<file path="config.mk">
export PLATFORM = sky130hd
export DESIGN_NAME = sclgen_top
export DESIGN_NICKNAME = d
export VERILOG_FILES = /design/src/rtl/sclgen_pkg.sv /design/src/rtl/sclgen_cfg_decode.sv /design/src/rtl/sclgen_free_timer.sv /design/src/rtl/sclgen_top.sv
export SDC_FILE = /design/constraint.sdc
export NUM_CORES = 1
export LEC_CHECK = 0
export ABC_AREA = 1
export BUFFER_PORTS_ARGS = -buffer_cell sky130_fd_sc_hd__buf_2
export CORE_ASPECT_RATIO = 0.75
export CORE_MARGIN = 2
export CORE_UTILIZATION = 55
export DETAILED_ROUTE_END_ITERATION = 12
export PLACE_DENSITY = 0.8
export SLEW_MARGIN = 20
export SYNTH_ARGS = -nofsm -noshare
export SYNTH_HDL_FRONTEND = slang
export SYNTH_SLANG_ARGS = --single-unit
</file>
<file path="constraint.sdc">
create_clock -name clk -period 6.83 [get_ports clk]
set_input_delay 0.3415 -clock clk [delete_from_list [all_inputs] [get_ports clk]]
set_output_delay 0.3415 -clock clk [all_outputs]
set_load 0.01 [all_outputs]
</file>
<file path="src/rtl/sclgen_pkg.sv">
`timescale 1ns/1ps
package sclgen_pkg;

    localparam int FIELD_W = 16;
    localparam int REG_W   = 2 * FIELD_W;
    localparam int EFF_W   = FIELD_W + 1;

    typedef enum logic [1:0] {
        REQ_DATA  = 2'd0,
        REQ_START = 2'd1,
        REQ_STOP  = 2'd2,
        REQ_NOP   = 2'd3
    } req_e;

    typedef enum logic [2:0] {
        PH_IDLE,
        PH_LEAD,
        PH_PARK,
        PH_LOW,
        PH_HIGH
    } phase_e;

    typedef struct packed {
        logic [EFF_W-1:0]   low_len;
        logic [EFF_W-1:0]   high_len;
        logic [EFF_W-1:0]   launch_at;
        logic [EFF_W-1:0]   sample_at;
        logic [FIELD_W-1:0] lead_len;
        logic [FIELD_W-1:0] free_len;
    } timing_t;

    function automatic logic [EFF_W-1:0] clip_point(
        input logic [EFF_W-1:0] point,
        input logic [EFF_W-1:0] last
    );
        return (point > last) ? last : point;
    endfunction

endpackage

</file>
<file path="src/rtl/sclgen_cfg_decode.sv">
`timescale 1ns/1ps
module sclgen_cfg_decode
    import sclgen_pkg::*;
#(
    parameter int LOW_EXTRA  = 2,
    parameter int HIGH_EXTRA = 7
) (
    input  logic [REG_W-1:0] high_word,
    input  logic [REG_W-1:0] low_word,
    input  logic [REG_W-1:0] free_word,
    output timing_t          tm
);

    localparam logic [EFF_W-1:0] LOW_ADD  = EFF_W'(LOW_EXTRA);
    localparam logic [EFF_W-1:0] HIGH_ADD = EFF_W'(HIGH_EXTRA);

    logic [EFF_W-1:0] low_len;
    logic [EFF_W-1:0] high_len;

    always_comb begin
        low_len  = {1'b0, low_word[REG_W-1:FIELD_W]} + LOW_ADD;
        high_len = {1'b0, high_word[REG_W-1:FIELD_W]} + HIGH_ADD;
        tm.low_len   = low_len;
        tm.high_len  = high_len;
        // launch must land at least one cycle before SCL is released
        tm.launch_at = clip_point({1'b0, low_word[FIELD_W-1:0]}, low_len - EFF_W'(2));
        tm.sample_at = clip_point({1'b0, high_word[FIELD_W-1:0]}, high_len - EFF_W'(1));
        tm.lead_len  = free_word[FIELD_W-1:0];
        tm.free_len  = free_word[REG_W-1:FIELD_W];
    end

endmodule

</file>
<file path="src/rtl/sclgen_free_timer.sv">
`timescale 1ns/1ps
module sclgen_free_timer
    import sclgen_pkg::*;
(
    input  logic               clk,
    input  logic               rst,
    input  logic               run,
    input  logic [FIELD_W-1:0] limit,
    output logic               free_ok
);

    logic [FIELD_W-1:0] elapsed;

    always_ff @(posedge clk) begin
        if (rst || !run) begin
            elapsed <= '0;
        end else if (elapsed < limit) begin
            elapsed <= elapsed + 1'b1;
        end
    end

    assign free_ok = run && (elapsed >= limit);

endmodule

</file>
<file path="src/rtl/sclgen_top.sv">
`timescale 1ns/1ps
module sclgen_top
    import sclgen_pkg::*;
#(
    parameter int LOW_EXTRA  = 2,
    parameter int HIGH_EXTRA = 7
) (
    input  logic             clk,
    input  logic             rst,
    input  logic [REG_W-1:0] tim_high_smp,
    input  logic [REG_W-1:0] tim_low_lau,
    input  logic [REG_W-1:0] tim_free_lead,
    input  logic             cmd_valid,
    input  logic [1:0]       cmd_kind,
    input  logic             cmd_bit,
    output logic             cmd_ready,
    input  logic             scl_in,
    input  logic             sda_in,
    output logic             scl_oe,
    output logic             sda_oe,
    output logic             launch_stb,
    output logic             sample_stb,
    output logic             rx_bit,
    output logic             op_done,
    output logic             busy
);

    timing_t          tm;
    phase_e           ph;
    req_e             op_q;
    logic             bit_q;
    logic [EFF_W-1:0] cnt;
    logic             free_ok;
    logic             idle;
    req_e             req;
    logic             drive_val;

    sclgen_cfg_decode #(
        .LOW_EXTRA (LOW_EXTRA),
        .HIGH_EXTRA(HIGH_EXTRA)
    ) u_decode (
        .high_word(tim_high_smp),
        .low_word (tim_low_lau),
        .free_word(tim_free_lead),
        .tm       (tm)
    );

    assign idle = (ph == PH_IDLE);

    sclgen_free_timer u_free (
        .clk    (clk),
        .rst    (rst),
        .run    (idle),
        .limit  (tm.free_len),
        .free_ok(free_ok)
    );

    assign req       = req_e'(cmd_kind);
    assign cmd_ready = (idle && free_ok) || (ph == PH_PARK);
    assign busy      = !idle || !free_ok;

    // SDA pull-down value applied at the launch point of the low phase
    always_comb begin
        case (op_q)
            REQ_DATA:  drive_val = !bit_q;
            REQ_STOP:  drive_val = 1'b1;
            default:   drive_val = 1'b0;
        endcase
    end

    always_ff @(posedge clk) begin
        if (rst) begin
            ph         <= PH_IDLE;
            op_q       <= REQ_DATA;
            bit_q      <= 1'b0;
            cnt        <= '0;
            scl_oe     <= 1'b0;
            sda_oe     <= 1'b0;
            launch_stb <= 1'b0;
            sample_stb <= 1'b0;
            rx_bit     <= 1'b0;
            op_done    <= 1'b0;
        end else begin
            launch_stb <= 1'b0;
            sample_stb <= 1'b0;
            op_done    <= 1'b0;
            case (ph)
                PH_IDLE: begin
                    if (cmd_valid && free_ok && req == REQ_START) begin
                        sda_oe <= 1'b1;
                        cnt    <= '0;
                        ph     <= PH_LEAD;
                    end
                end
                PH_LEAD: begin
                    if ((cnt + 1'b1) >= {1'b0, tm.lead_len}) begin
                        scl_oe  <= 1'b1;
                        op_done <= 1'b1;
                        cnt     <= '0;
                        ph      <= PH_PARK;
                    end else begin
                        cnt <= cnt + 1'b1;
                    end
                end
                PH_PARK: begin
                    if (cmd_valid && req != REQ_NOP) begin
                        op_q  <= req;
                        bit_q <= cmd_bit;
                        cnt   <= '0;
                        ph    <= PH_LOW;
                    end
                end
                PH_LOW: begin
                    if (cnt == tm.launch_at) begin
                        sda_oe     <= drive_val;
                        launch_stb <= 1'b1;
                    end
                    if (cnt == tm.low_len - 1'b1) begin
                        scl_oe <= 1'b0;
                        cnt    <= '0;
                        ph     <= PH_HIGH;
                    end else begin
                        cnt <= cnt + 1'b1;
                    end
                end
                PH_HIGH: begin
                    // counter frozen while a slave holds SCL low
                    if (scl_in) begin
                        if (cnt == tm.sample_at && op_q == REQ_DATA) begin
                            rx_bit     <= sda_in;
                            sample_stb <= 1'b1;
                        end
                        if (cnt == tm.high_len - 1'b1) begin
                            cnt <= '0;
                            case (op_q)
                                REQ_START: begin
                                    sda_oe <= 1'b1;
                                    ph     <= PH_LEAD;
                                end
                                REQ_STOP: begin
                                    sda_oe  <= 1'b0;
                                    op_done <= 1'b1;
                                    ph      <= PH_IDLE;
                                end
                                default: begin
                                    scl_oe  <= 1'b1;
                                    op_done <= 1'b1;
                                    ph      <= PH_PARK;
                                end
                            endcase
                        end else begin
                            cnt <= cnt + 1'b1;
                        end
                    end
                end
                default: ph <= PH_IDLE;
            endcase
        end
    end

endmodule

</file>
==> results of run 1 <==
==> worst max-delay path: cells and delay by family <==
kind | cells | cell delay [ps]
XOR/XNOR | 1 | 250
buffers and inverters | 3 | 310
AND/OR/NAND/NOR | 24 | 2670
adder cells (fa/ha/maj) | 2 | 470
AO/OA/AOI/OAI | 1 | 650
==> per-stage QoR <==
| step | power (uW) | setup slack [ps] | hold WS, ps | cells |
|---|---|---|---|---|
| global placement | 778 | 2220 | 478 | 1358 |
| finish | 1070 | 2320 | 279 | 1366 |
| global route | 1150 | 1840 | 307 | 1366 |
| CTS | 1070 | 2350 | 280 | 1366 |
| detailed placement | 786 | 2070 | 490 | 1358 |
| floorplan | 651 | 3070 | 418 | 1102 |
==> cell type report <==
cell class | instances | area [um^2]
multi-input combinational | 866 | 5140
clock inverter | 2 | 38.8
timing repair buffer | 112 | 563
tap | 166 | 208
fill | 1150 | 4560
clock buffer | 6 | 129
inverter | 169 | 634
sequential | 45 | 901
==> synthesized netlist by cell type, types with 4 or more instances <==
master	instances	share of area
nor2_8	4	0.012
a21oi_1	62	0.046
inv_1	158	0.087
inv_2	8	0.0044
nor2_1	95	0.052
nand3_1	76	0.056
o21ai_0	30	0.022
a211oi_1	5	0.0055
a21o_1	6	0.0066
ha_1	73	0.13
nand2_2	14	0.013
dfxtp_1	45	0.13
buf_6	5	0.0083
nand2_4	5	0.0083
nor3_1	23	0.017
nand3b_1	4	0.0044
nand4_1	45	0.041
nor3b_1	5	0.0055
nor2_2	7	0.0064
xnor2_1	14	0.018
clkbuf_1	13	0.0072
nand3_2	10	0.015
o21ai_1	5	0.0037
xor2_1	66	0.085
or2_2	6	0.0055
nand2_1	280	0.15
==> how the worst min path moves through the flow <==
stage,endpoint,cells after the start,from
after floorplan,launch_stb,1,rst
after global placement,op_q[0],2,op_q[0]
after detailed placement,u_free.elapsed[2],2,u_free.elapsed[2]
after CTS,rx_bit,3,sda_in
after global routing,rx_bit,3,sda_in
final,rx_bit,3,sda_in
==> power by group <==
part	switching [uW]	leakage, uW	internal [uW]	total, uW
Sequential	19.2	0.000364	280	300
Clock	107	0.0000810	174	280
Combinational	325	0.00351	168	492
Total	450	0.00395	622	1070
==> flip-flops by register name (all words and copies together) (netlist names) <==
register / cells
sda_oe: 1
op_done: 1
u_free.elapsed: 16
op_q: 2
bit_q: 1
rx_bit: 1
scl_oe: 1
cnt: 17
ph: 3
launch_stb: 1
sample_stb: 1
==> per-layer routing <==
metal	up-vias	part of all wire
met2	346	0.40
li1	3785	-
met5	-	0
met1	3203	0.48
met3	22	0.12
met4	0	0.010
==> logic make-up after synthesis <==
family / Yosys count / synth area share
XOR/XNOR: 81 / 0.105
buffers and inverters: 191 / 0.112
AND/OR/NAND/NOR: 588 / 0.414
flip-flops: 45 / 0.132
adder cells (fa/ha/maj): 73 / 0.134
AO/OA/AOI/OAI: 124 / 0.102
==> reports/metrics.cfg, run 1 <==
[finish]
drive_above_1_share=0.153
final_cell_mix=nand2_1, inv_1, buf_2
syn_to_final_growth_pct=11.9
final_util=0.625
final_nets=1376
final_common_cell=nand2_1
insertedDiodeCount=0
postLayoutCellArea_um2=7610

[timing]
fmax_mhz=222
grt_setup_unrepaired=false
worstMarginPinSlew_ps=841
tns_ps=0
finalSetupViolCount=0
report.final.slew_viol_count=0
hold_viol_final=0
fin_crit_sh=0.660
fin_skew_ps=7.01
min_period_ps=4510
relSlewSlack=0.439

[min_path]
hold_path.class=in2reg

[floorplanning]
rows=35
fp.dieW_um=132
dieArea_um2=13300
top_level_ports=112
core-area_um2=12200
die_h_um=100
initial_core_util=0.559

[worst_setup_path]
crit_path_max_incr_delay_ps=650
cp-start-kind=input pin
crit_required_ps=7010
r2r-end=cnt[14]
cp_max_fo=24
reg2reg_from=cnt[1]
crit_path_frequent_cell=nand2_1
path_class=in2reg
endpoint=sda_oe
setup.worst_path.end_class=register
worst_r2r_path_depth=19
r2r_slack_ps=2580
critical_path_arrival_ps=4690
cp_slowest_cell=a21oi_1
cp-startpoint=tim_low_lau[17]

[pwr]
p_per_area_nw_per_um2=141
p_leak_uw=0.00395
vdd_drop_max_mv=0.0866

[global_routing]
grtUsageMet3=0.0490
grt_pass1_wl_um=32000
busiest_layer=met2
antenna_found_initial=0
met2_usage=0.457
gr-usage-all-layers=0.295
grt_max_degree=25
met1_usage=0.433
grt_overflow=0
grt_pass1_vias=6758

[place]
hpwlAfterDp_um=16400
gp_congestion=0.989
port_buffers=111
place_area_um2=7440

[logic_synthesis]
syn_inst=1102
synth_fp_nets=1279
syn_area_um2=6800
yosysSeqAreaShare=0.132
synth_cell_types=49
ys_ff_latch=45
synth_edf_count=0
ys_warn_count=0
synth-async-reset-ratio=0
ys.flop_type=dfxtp_1
syn_avg_cell_area_um2=6.17

[clock_network]
postCtsSetupBuffers=0
cts_resized=0
clk_latency_ps=290
clk_path_buf_depth=2
cts.reportedPaths.clkPinSlew_ps=60
cts_num_sinks=45
numCtsBuffers=5
htreeDepth=2
ctsRootBufferMaster=clkbuf_16
cts_hold_buf=0
cts_tree=yes

[drt]
route.detailed.drc=0
via_count=7356
finalWirelength_um=19400
viasPerCell=5.39
drt-initial-drc-count=883
wl_per_cell_um=14.2
first_pass_iters=6
drtAntennaViolNets=0

[job]
cap_violations=0

[run_status]
status=completed

No activity file was read; power rests on OpenSTA's default activity.
==> run 2, diff against run 1 <==
==> constraint.sdc (replaced) <==
create_clock -name clk -period 4.25 [get_ports clk]
set_input_delay 0.2125 -clock clk [delete_from_list [all_inputs] [get_ports clk]]
set_output_delay 0.2125 -clock clk [all_outputs]
set_load 0.01 [all_outputs]
==> reports/metrics.cfg, run 2 (synthesized netlist as in run 1, its figures left out) <==
[timing]
fin_crit_sh=0.919
min_period_ps=3900
tns_ps=0
relSlewSlack=0.520
worstMarginPinSlew_ps=715
report.final.slew_viol_count=0
finalSetupViolCount=0
hold_viol_final=0
fin_skew_ps=6.05
fmax_mhz=256
setup_slack_ps=346

[worst_setup_path]
path_class=reg2reg
worst_r2r_path_depth=19
crit_required_ps=4470
setup.worst_path.end_class=register
cp_max_fo=17
cp-start-kind=register
critical_path_arrival_ps=4120

[floorplanning]
fp.dieW_um=132
dieArea_um2=13300
top_level_ports=112
initial_core_util=0.559
die_h_um=100
rows=35
core-area_um2=12200

[finish]
insertedDiodeCount=0
postLayoutCellArea_um2=7760
final_common_cell=nand2_1
final_nets=1392
syn_to_final_growth_pct=14.1
n_fill_cell=1191
top_regs=cnt x17, u_free.elapsed x16, ph x3
largest_reg_flops=17
regMostFlops=cnt
final_cells=1382
final_cell_mix=nand2_1, inv_1, buf_2
drive_above_1_share=0.166
final_util=0.637

[pwr]
p_per_area_nw_per_um2=227
clkPwrFrac=0.263
pwr-share-seq=0.269
p_int_uw=1030
swShare=0.418
combPwrFrac=0.468
p_sw_uw=738
p_leak_uw=0.00404
vdd_drop_max_mv=0.185

[global_routing]
grt_max_degree=25
grt_pass1_vias=6664
grt_pass1_wl_um=32200
grt_overflow=0
gr-usage-all-layers=0.299
antenna_found_initial=0

[clock_network]
cts_num_sinks=45
clk_path_buf_depth=2
numCtsBuffers=5
htreeDepth=2
ctsRootBufferMaster=clkbuf_16
cts_tree=yes
cts.reportedPaths.clkPinSlew_ps=60
clk_latency_ps=290

[drt]
wl_per_cell_um=14.3
via_count=7402
route.detailed.drc=0
finalWirelength_um=19800
met2_length_um=7830
top_layer=met4
drtAntennaViolNets=0
drt-initial-drc-count=726
route.met3.wl_um=2340
viasPerCell=5.36
first_pass_iters=5
wirelength_met1_um=9440

[min_path]
hold_path.class=in2reg
whs_path_depth=3

[place]
post-place-cells=1373
place_area_um2=7560
pre_cts_ws_ps=-8.92
gp_congestion=1.02
port_buffers=111
hpwlAfterDp_um=16400

[run_status]
status=completed

[job]
cap_violations=0

==> run 2: cell types whose count changed in the layout (fill, tap and decap cells not counted), sizes merged <==
cell,delta
clkinv,-1
buf,+15
clkbuf,+1
nand3,+1
==> run 2: final timing paths <==
kind	from	endpoint	slack [ps]
worst max-delay path	cnt[1]	cnt[13]	350
worst max register to register	cnt[1]	cnt[13]	350
worst min-delay path	sda_in	rx_bit	150
worst min register to register	op_q[0]	op_q[0]	490
==> run 2: timing repair <==
item | in CTS | in global routing
setup buffers | 0 | 0
gates resized for setup | 0 | 4
setup endpoints to repair | 0 | 15
hold buffers | 0 | 0
==> run 2: layer usage <==
metal | global-route usage | vias up
met5 | 0 | -
met4 | 0.0546 | 0
met3 | 0.0833 | 14
met2 | 0.445 | 321
met1 | 0.434 | 3246
li1 | - | 3821
==> run 2: power by group through the flow <==
stage | sequential (uW) | combinational (uW) | clock [uW]
after detailed placement | 483 | 793 | 0
after floorplan | 481 | 564 | 0
after global routing | 479 | 931 | 484
after CTS | 474 | 801 | 466
final | 475 | 826 | 464
after global placement | 483 | 781 | 0
==> run 2: area by class of cell <==
class | instances | area [um^2] | area share
Inverter | 169 | 634 | 0.0817
Tap cell | 166 | 208 | 0.0268
Clock inverter | 1 | 30.0 | 0.00387
Sequential cell | 45 | 901 | 0.116
Clock buffer | 7 | 143 | 0.0184
Timing Repair Buffer | 127 | 676 | 0.0871
Multi-Input combinational cell | 867 | 5170 | 0.666
==> run 2: worst max-delay path: stages (launching register included) <==
cell,delay [ps]
dfxtp_1,490
ha_1,250
nand2_1,100
nor3_2,220
nand3_1,180
nor3_2,240
nand2_1,150
xor2_1,230
ha_1,290
nand2_1,100
nor2_1,50
a211oi_1,260
nand2_1,100
nand3_1,70
nand2_1,50
a21boi_0,340
nand2_1,180
nand3_4,240
nand3_1,130
a21oi_1,150
==> run 2: metrics by stage <==
stage	total power, uW	hold slack (ps)
3_5_place_dp	1280	459
6_report	1760	154
2_1_floorplan	1050	289
3_3_place_gp	1260	453
5_1_grt	1890	200
4_1_cts	1740	148
